<file path="src/rtl/burst_seq_pkg.sv">
package burst_seq_pkg;

   typedef enum logic {
      ORD_LINEAR     = 1'b0,
      ORD_INTERLEAVE = 1'b1
   } burst_order_e;

endpackage

</file>
<file path="src/rtl/burst_beat_ctr.sv">
module burst_beat_ctr #(
   parameter int BEAT_W = 2
) (
   input  logic              clk,
   input  logic              rst,
   input  logic              clr,
   input  logic              inc,
   output logic [BEAT_W-1:0] cnt
);

   localparam logic [BEAT_W-1:0] ONE = BEAT_W'(1);

   always_ff @(posedge clk) begin
      if (rst || clr) begin
         cnt <= '0;
      end else if (inc) begin
         cnt <= cnt + ONE;
      end
   end

endmodule

</file>
<file path="src/rtl/burst_start_reg.sv">
module burst_start_reg
   import burst_seq_pkg::*;
#(
   parameter int ADDR_W = 16,
   parameter int BEAT_W = 2
) (
   input  logic                     clk,
   input  logic                     rst,
   input  logic                     load,
   input  logic [ADDR_W-1:0]        addr_i,
   input  logic                     order_i,
   output logic [ADDR_W-BEAT_W-1:0] upper_q,
   output logic [BEAT_W-1:0]        start_q,
   output burst_order_e             order_q
);

   localparam int UP_W = ADDR_W - BEAT_W;

   always_ff @(posedge clk) begin
      if (rst) begin
         upper_q <= '0;
         start_q <= '0;
         order_q <= ORD_LINEAR;
      end else if (load) begin
         upper_q <= addr_i[ADDR_W-1:BEAT_W];
         start_q <= addr_i[BEAT_W-1:0];
         order_q <= burst_order_e'(order_i);
      end
   end

   generate
      if (UP_W < 1) begin : g_bad_width
         $error("burst_start_reg: ADDR_W must exceed BEAT_W");
      end
   endgenerate

endmodule

</file>
<file path="src/rtl/burst_order_map.sv">
module burst_order_map
   import burst_seq_pkg::*;
#(
   parameter int BEAT_W = 2
) (
   input  logic [BEAT_W-1:0] start,
   input  logic [BEAT_W-1:0] cnt,
   input  burst_order_e      order,
   output logic [BEAT_W-1:0] low
);

   logic [BEAT_W-1:0] lin_low;
   logic [BEAT_W-1:0] ilv_low;

   assign lin_low = start + cnt;

   generate
      for (genvar b = 0; b < BEAT_W; b++) begin : g_ilv_bit
         assign ilv_low[b] = start[b] ^ cnt[b];
      end
   endgenerate

   always_comb begin
      unique case (order)
         ORD_LINEAR:     low = lin_low;
         ORD_INTERLEAVE: low = ilv_low;
         default:        low = lin_low;
      endcase
   end

endmodule

</file>
<file path="src/rtl/burst_addr_seq.sv">
module burst_addr_seq
   import burst_seq_pkg::*;
#(
   parameter int ADDR_W = 16,
   parameter int BEAT_W = 2
) (
   input  logic              clk,
   input  logic              rst,
   input  logic              start_a_i,
   input  logic              start_b_i,
   input  logic              adv_n_i,
   input  logic              order_i,
   input  logic [ADDR_W-1:0] addr_i,
   output logic [ADDR_W-1:0] addr_o
);

   localparam int UP_W = ADDR_W - BEAT_W;

   generate
      if (BEAT_W < 1 || BEAT_W > 8) begin : g_bad_beat
         $error("burst_addr_seq: BEAT_W out of range 1..8");
      end
      if (ADDR_W <= BEAT_W) begin : g_bad_addr
         $error("burst_addr_seq: ADDR_W must exceed BEAT_W");
      end
   endgenerate

   logic              load;
   logic              step;
   logic [BEAT_W-1:0] beat_cnt;
   logic [UP_W-1:0]   upper_q;
   logic [BEAT_W-1:0] start_q;
   burst_order_e      order_q;
   logic [BEAT_W-1:0] low_bits;

   // a strobe always wins over advance
   assign load = start_a_i | start_b_i;
   assign step = ~adv_n_i & ~load;

   burst_start_reg #(
      .ADDR_W (ADDR_W),
      .BEAT_W (BEAT_W)
   ) u_start (
      .clk     (clk),
      .rst     (rst),
      .load    (load),
      .addr_i  (addr_i),
      .order_i (order_i),
      .upper_q (upper_q),
      .start_q (start_q),
      .order_q (order_q)
   );

   burst_beat_ctr #(
      .BEAT_W (BEAT_W)
   ) u_ctr (
      .clk (clk),
      .rst (rst),
      .clr (load),
      .inc (step),
      .cnt (beat_cnt)
   );

   burst_order_map #(
      .BEAT_W (BEAT_W)
   ) u_map (
      .start (start_q),
      .cnt   (beat_cnt),
      .order (order_q),
      .low   (low_bits)
   );

   assign addr_o = {upper_q, low_bits};

endmodule

</file>
<file path="config.mk">
export PLATFORM = sky130hd
export DESIGN_NAME = burst_addr_seq
export DESIGN_NICKNAME = d
export VERILOG_FILES = /design/src/rtl/burst_seq_pkg.sv /design/src/rtl/burst_beat_ctr.sv /design/src/rtl/burst_start_reg.sv /design/src/rtl/burst_order_map.sv /design/src/rtl/burst_addr_seq.sv
export SDC_FILE = /design/constraint.sdc
export NUM_CORES = 1
export LEC_CHECK = 0
export BUFFER_PORTS_ARGS = -buffer_cell sky130_fd_sc_hd__buf_2
export CORE_UTILIZATION = 45
export CTS_BUF_LIST = sky130_fd_sc_hd__clkbuf_4 sky130_fd_sc_hd__clkbuf_8
export DETAILED_ROUTE_END_ITERATION = 12
export GPL_ROUTABILITY_DRIVEN = 0
export MAX_ROUTING_LAYER = met4
export PLACE_DENSITY = 0.8
export SYNTH_ARGS = -nofsm -noshare
export SYNTH_HDL_FRONTEND = slang
export SYNTH_SLANG_ARGS = --single-unit
</file>
<file path="constraint.sdc">
create_clock -name clk -period 1.1 [get_ports clk]
set_input_delay 0.055 -clock clk [delete_from_list [all_inputs] [get_ports clk]]
set_output_delay 0.055 -clock clk [all_outputs]
set_load 0.01 [all_outputs]
</file>
# --- Word-level counts from Yosys, hierarchy flattened ---
# Cells that the tools add are included.
totals:
  register_bits: 19
  input_bits: 22
  word_cells: 15
op_classes:
  add_sub_neg: 2
  muxes: 1
  n_bitwise: 7
  reduce_logical: 1
op_table:
  columns: ["op", "count"]
  rows:
  - ["one-hot mux 2 bit (2 select lines)", 1]
  - ["inverter 1 bit", 3]
  - ["adder 2 x 1 -> 2 bit, second input constant", 1]
  - ["adder 2 bit", 1]
  - ["bitwise XOR 1 bit", 2]
  - ["AND 1 bit", 1]
  - ["logical OR 1 bit", 1]
  - ["bitwise OR 1 bit", 1]

# --- Depth between registers and ports, before layout ---
logic_depth:
  ltp_word: 3
  ltp_mapped: 5
  ltp_nobuf: 3

# --- Cells and area by module ---
# A second synthesis with hierarchy kept.
hier_totals:
  hier_cells: 68
  hier_area_um2: 745.7
modules_own_cells:
  columns: ["mod", "n_inst", "cells_each", "area_each_um2", "seq_area_each_um2"]
  rows:
  - ["burst_start_reg", 1, 55, 614.3, 340.3]
  - ["burst_beat_ctr", 1, 7, 83.8, 40.0]
  - ["burst_order_map", 1, 4, 36.3, 0.0]
  - ["burst_addr_seq", 1, 2, 11.3, 0.0]

# --- Least setup slack after synthesis ---
# Ideal clock, no wire load.
synth_path:
  kind: "register -> output"
  start: "register u_ctr.cnt[0]"
  end: "output addr_o[1]"
  t_arrival_ps: 830
  required_time_ps: 1045
  setup_slack_ps: 215
  path_stages_with_launch: 4
  path_buffers: 0
  cell_sequence: "dfxtp_1 -> ha_1 -> nor2b_1 -> xnor2_1"
synth_between:
  elab_chain_cells: 2
synth_rtl:
  columns: ["element", "line", "rtl"]
  rows:
  - ["start: declaration", "burst_beat_ctr.sv:8", "output logic [BEAT_W-1:0] cnt"]
  - ["start signal: assignment", "burst_beat_ctr.sv:17", "cnt <= cnt + ONE;"]
  - ["adder 2 bit", "burst_order_map.sv:15", "assign lin_low = start + cnt;"]
  - ["one-hot mux 2 bit (2 select lines)", "burst_order_map.sv:24", "unique case (order)"]
  - ["end: declaration", "burst_addr_seq.sv:14", "output logic [ADDR_W-1:0] addr_o"]
# Every way passes these cells.

# --- Final worst setup path ---
# Same ends and word-level chain as after synthesis.

==> results.cfg <==
[status]
status = finished, violations left
violations = setup timing

[floorplanning]
rows = 14
die_height_um = 42.1
coreArea_mm2 = 0.00151
die_area_mm2 = 0.00177
die_width_um = 42.1
ioPinCount = 38
initial_utilization_pct = 48.1

[power]
powerDensity_mw_per_mm2 = 1180
leakage_nw = 0.539
peakVddDrop_v = 0.000969
p_total_mw = 1.35

[timing]
worst_pin_slew_ns = 0.353
finalWorstSetupSlack_ns = -0.113
hold_viol = 0
setup_viol = 1
drv_slew = 0
period_share_pct = 110
max_freq_mhz = 824
relSlewSlack_pct = 76.5
tns_ns = -0.113
period_needed_ns = 1.21
rsz0062_at_grt = yes
fin_skew_ns = 0.000610
whs_ns = 0.112

[logic_synthesis]
synth_top_area_share_pct = 52.5
synthFlopType = dfxtp_1
synth-edff-count = 0
netlist_area_um2 = 724
synth.avg_cell_area_um2 = 8.42
synthTopCellsByCount = nand2_1 (34), dfxtp_1 (19), a21oi_1 (17)
async_flop_share_pct = 0
synth_most_common_cell = nand2_1
yosysSeqAreaShare_pct = 52.5
ys_top_cells_by_area = dfxtp_1 (53%), nand2_1 (18%), a21oi_1 (12%), xnor2_1 (3.6%), buf_6 (3.1%)
syn_inst = 86
yosysTopAreaCell = dfxtp_1
yosysUniqueCellTypes = 14
synth_nets = 109
ys_seq_elements = 19
synth_warnings = 0

[clock_tree]
htree_levels = 1
cts_setup_buffers = 0
cts.sinks = 19
path_clk_slew_ns = 0.11
clk_path_buf_depth = 2
numCtsBuffers = 3
clk_latency_ns = 0.30
tritoncts = yes
clockRootBuffer = clkbuf_4

[layout]
post_route_cells_drive_above_1_share_pct = 35.5
final_cells = 157
nets = 165
final_core_util_pct = 76.0
stdcell_area_mm2 = 0.00114
diodes = 0
area_delta_synth_final_pct = 58.0

[grt]
grt_max_degree = 20
busiest_layer = met2
track_usage_pct = 25.0
use_met1_pct = 28.5
grt_use_met3_pct = 5.17
grt_pass1_vias = 780
grt_pass1_wl_mm = 3.28
grt_use_met2_pct = 42.8
grt_overflow = 0
antenna_found_initial = 0

[detailed_routing]
dr_total_vias = 762
drt_iter0_markers = 15
dr.pass1.iters = 5
wirelength_mm = 1.84
post_drt_via_cell_ratio = 4.85
ant_nets = 0
drc = 0
wl_per_cell_um = 11.7

[worst_setup_path]
r2r_end = u_ctr.cnt[1]
end_kind = primary output
crit_end = addr_o[1]
startpoint = u_ctr.cnt[0]
start_kind = register
path_class = reg2out
timing.rr.start = u_ctr.cnt[0]
reg2reg_depth = 3
path_max_fanout = 3
r2r_slack_ns = 0.13
cp.required_ns = 1.04
cp_data_arrival_time_ns = 1.16

[min_path]
hold_class = in2reg
hold_path_depth = 3

[placed_design]
postPlaceCellArea_um2 = 918
port_buffers = 37
pre_cts_slack_ns = 0.159
placed_cells = 136

[job]
maxCapViolations = 0
## sequential cells by signal, summed over array words and instances (netlist names)
name / count
u_ctr.cnt: 2
u_start.upper_q: 14
u_start.order_q: 1
u_start.start_q: 2
## power by group
part | leakage [nW] | switching [mW] | total [mW] | internal (mW)
Sequential | 0.158 | 0.0229 | 0.751 | 0.728
Combinational | 0.363 | 0.112 | 0.248 | 0.136
Clock | 0.0177 | 0.212 | 0.348 | 0.135
Total | 0.539 | 0.347 | 1.35 | 1.00
## timing repair
| item | in CTS | in global routing |
|---|---|---|
| gates resized for setup | 7 | 0 |
| endpoints found under the hold margin | 17 | 0 |
| hold buffers | 17 | 0 |
| setup endpoints to repair | 2 | 2 |
| gates cloned | 0 | 0 |
| pin swaps | 2 | 1 |
## metal layers
metal | vias to the layer above | wire length [um] | part of all wire (%)
met5 | - | 0 | 0
met4 | 0 | 13 | 0.71
met3 | 2 | 62 | 3.4
met2 | 25 | 970 | 53
met1 | 349 | 789 | 43
li1 | 386 | - | -
## worst max-delay path, cell delays in order, from the launching register on
cell and delay [ns]:
dfxtp_2 0.35, ha_4 0.14, nor2b_4 0.11, xnor2_1 0.11, buf_2 0.14
## cells in the final DEF, fill, tap and decap left out, drive strengths merged
cell type / instances
nor4: 1
dfxtp: 19
nor2: 1
or2: 1
nor2b: 3
nor3: 1
clkinv: 1
nand2: 34
ha: 1
clkbuf: 3
a21oi: 17
dlygate4sd3: 17
buf: 39
xnor2: 3
## cell type report
cell class                      instances  area [um2]
Sequential cell                        19         383
Clock buffer                            3        22.5
Multi-Input combinational cell         62         325
Clock inverter                          1        5.00
Fill cell                             108         362
Tap cell                               16        20.0
Timing Repair Buffer                   56         389
## worst min-delay path by stage
stage,from,to
after detailed placement,addr_i[6],u_start.upper_q[4]
after CTS,adv_n_i,u_ctr.cnt[0]
after floorplan,order_i,u_start.order_q
after global placement,addr_i[2],u_start.upper_q[0]
final,adv_n_i,u_ctr.cnt[0]
after global routing,adv_n_i,u_ctr.cnt[0]
## cell families (layout without fill, tap and decap cells)
group	count (synthesis)	count (layout)	share of synthesized area, %
compound gates	17	17	11.7
xor+xnor	3	3	3.63
fa+ha+maj	1	1	1.73
buf+inv	5	60	5.35
flops	19	19	52.5
simple gates	41	41	25.0
Power figures use the tool's default switching activity.
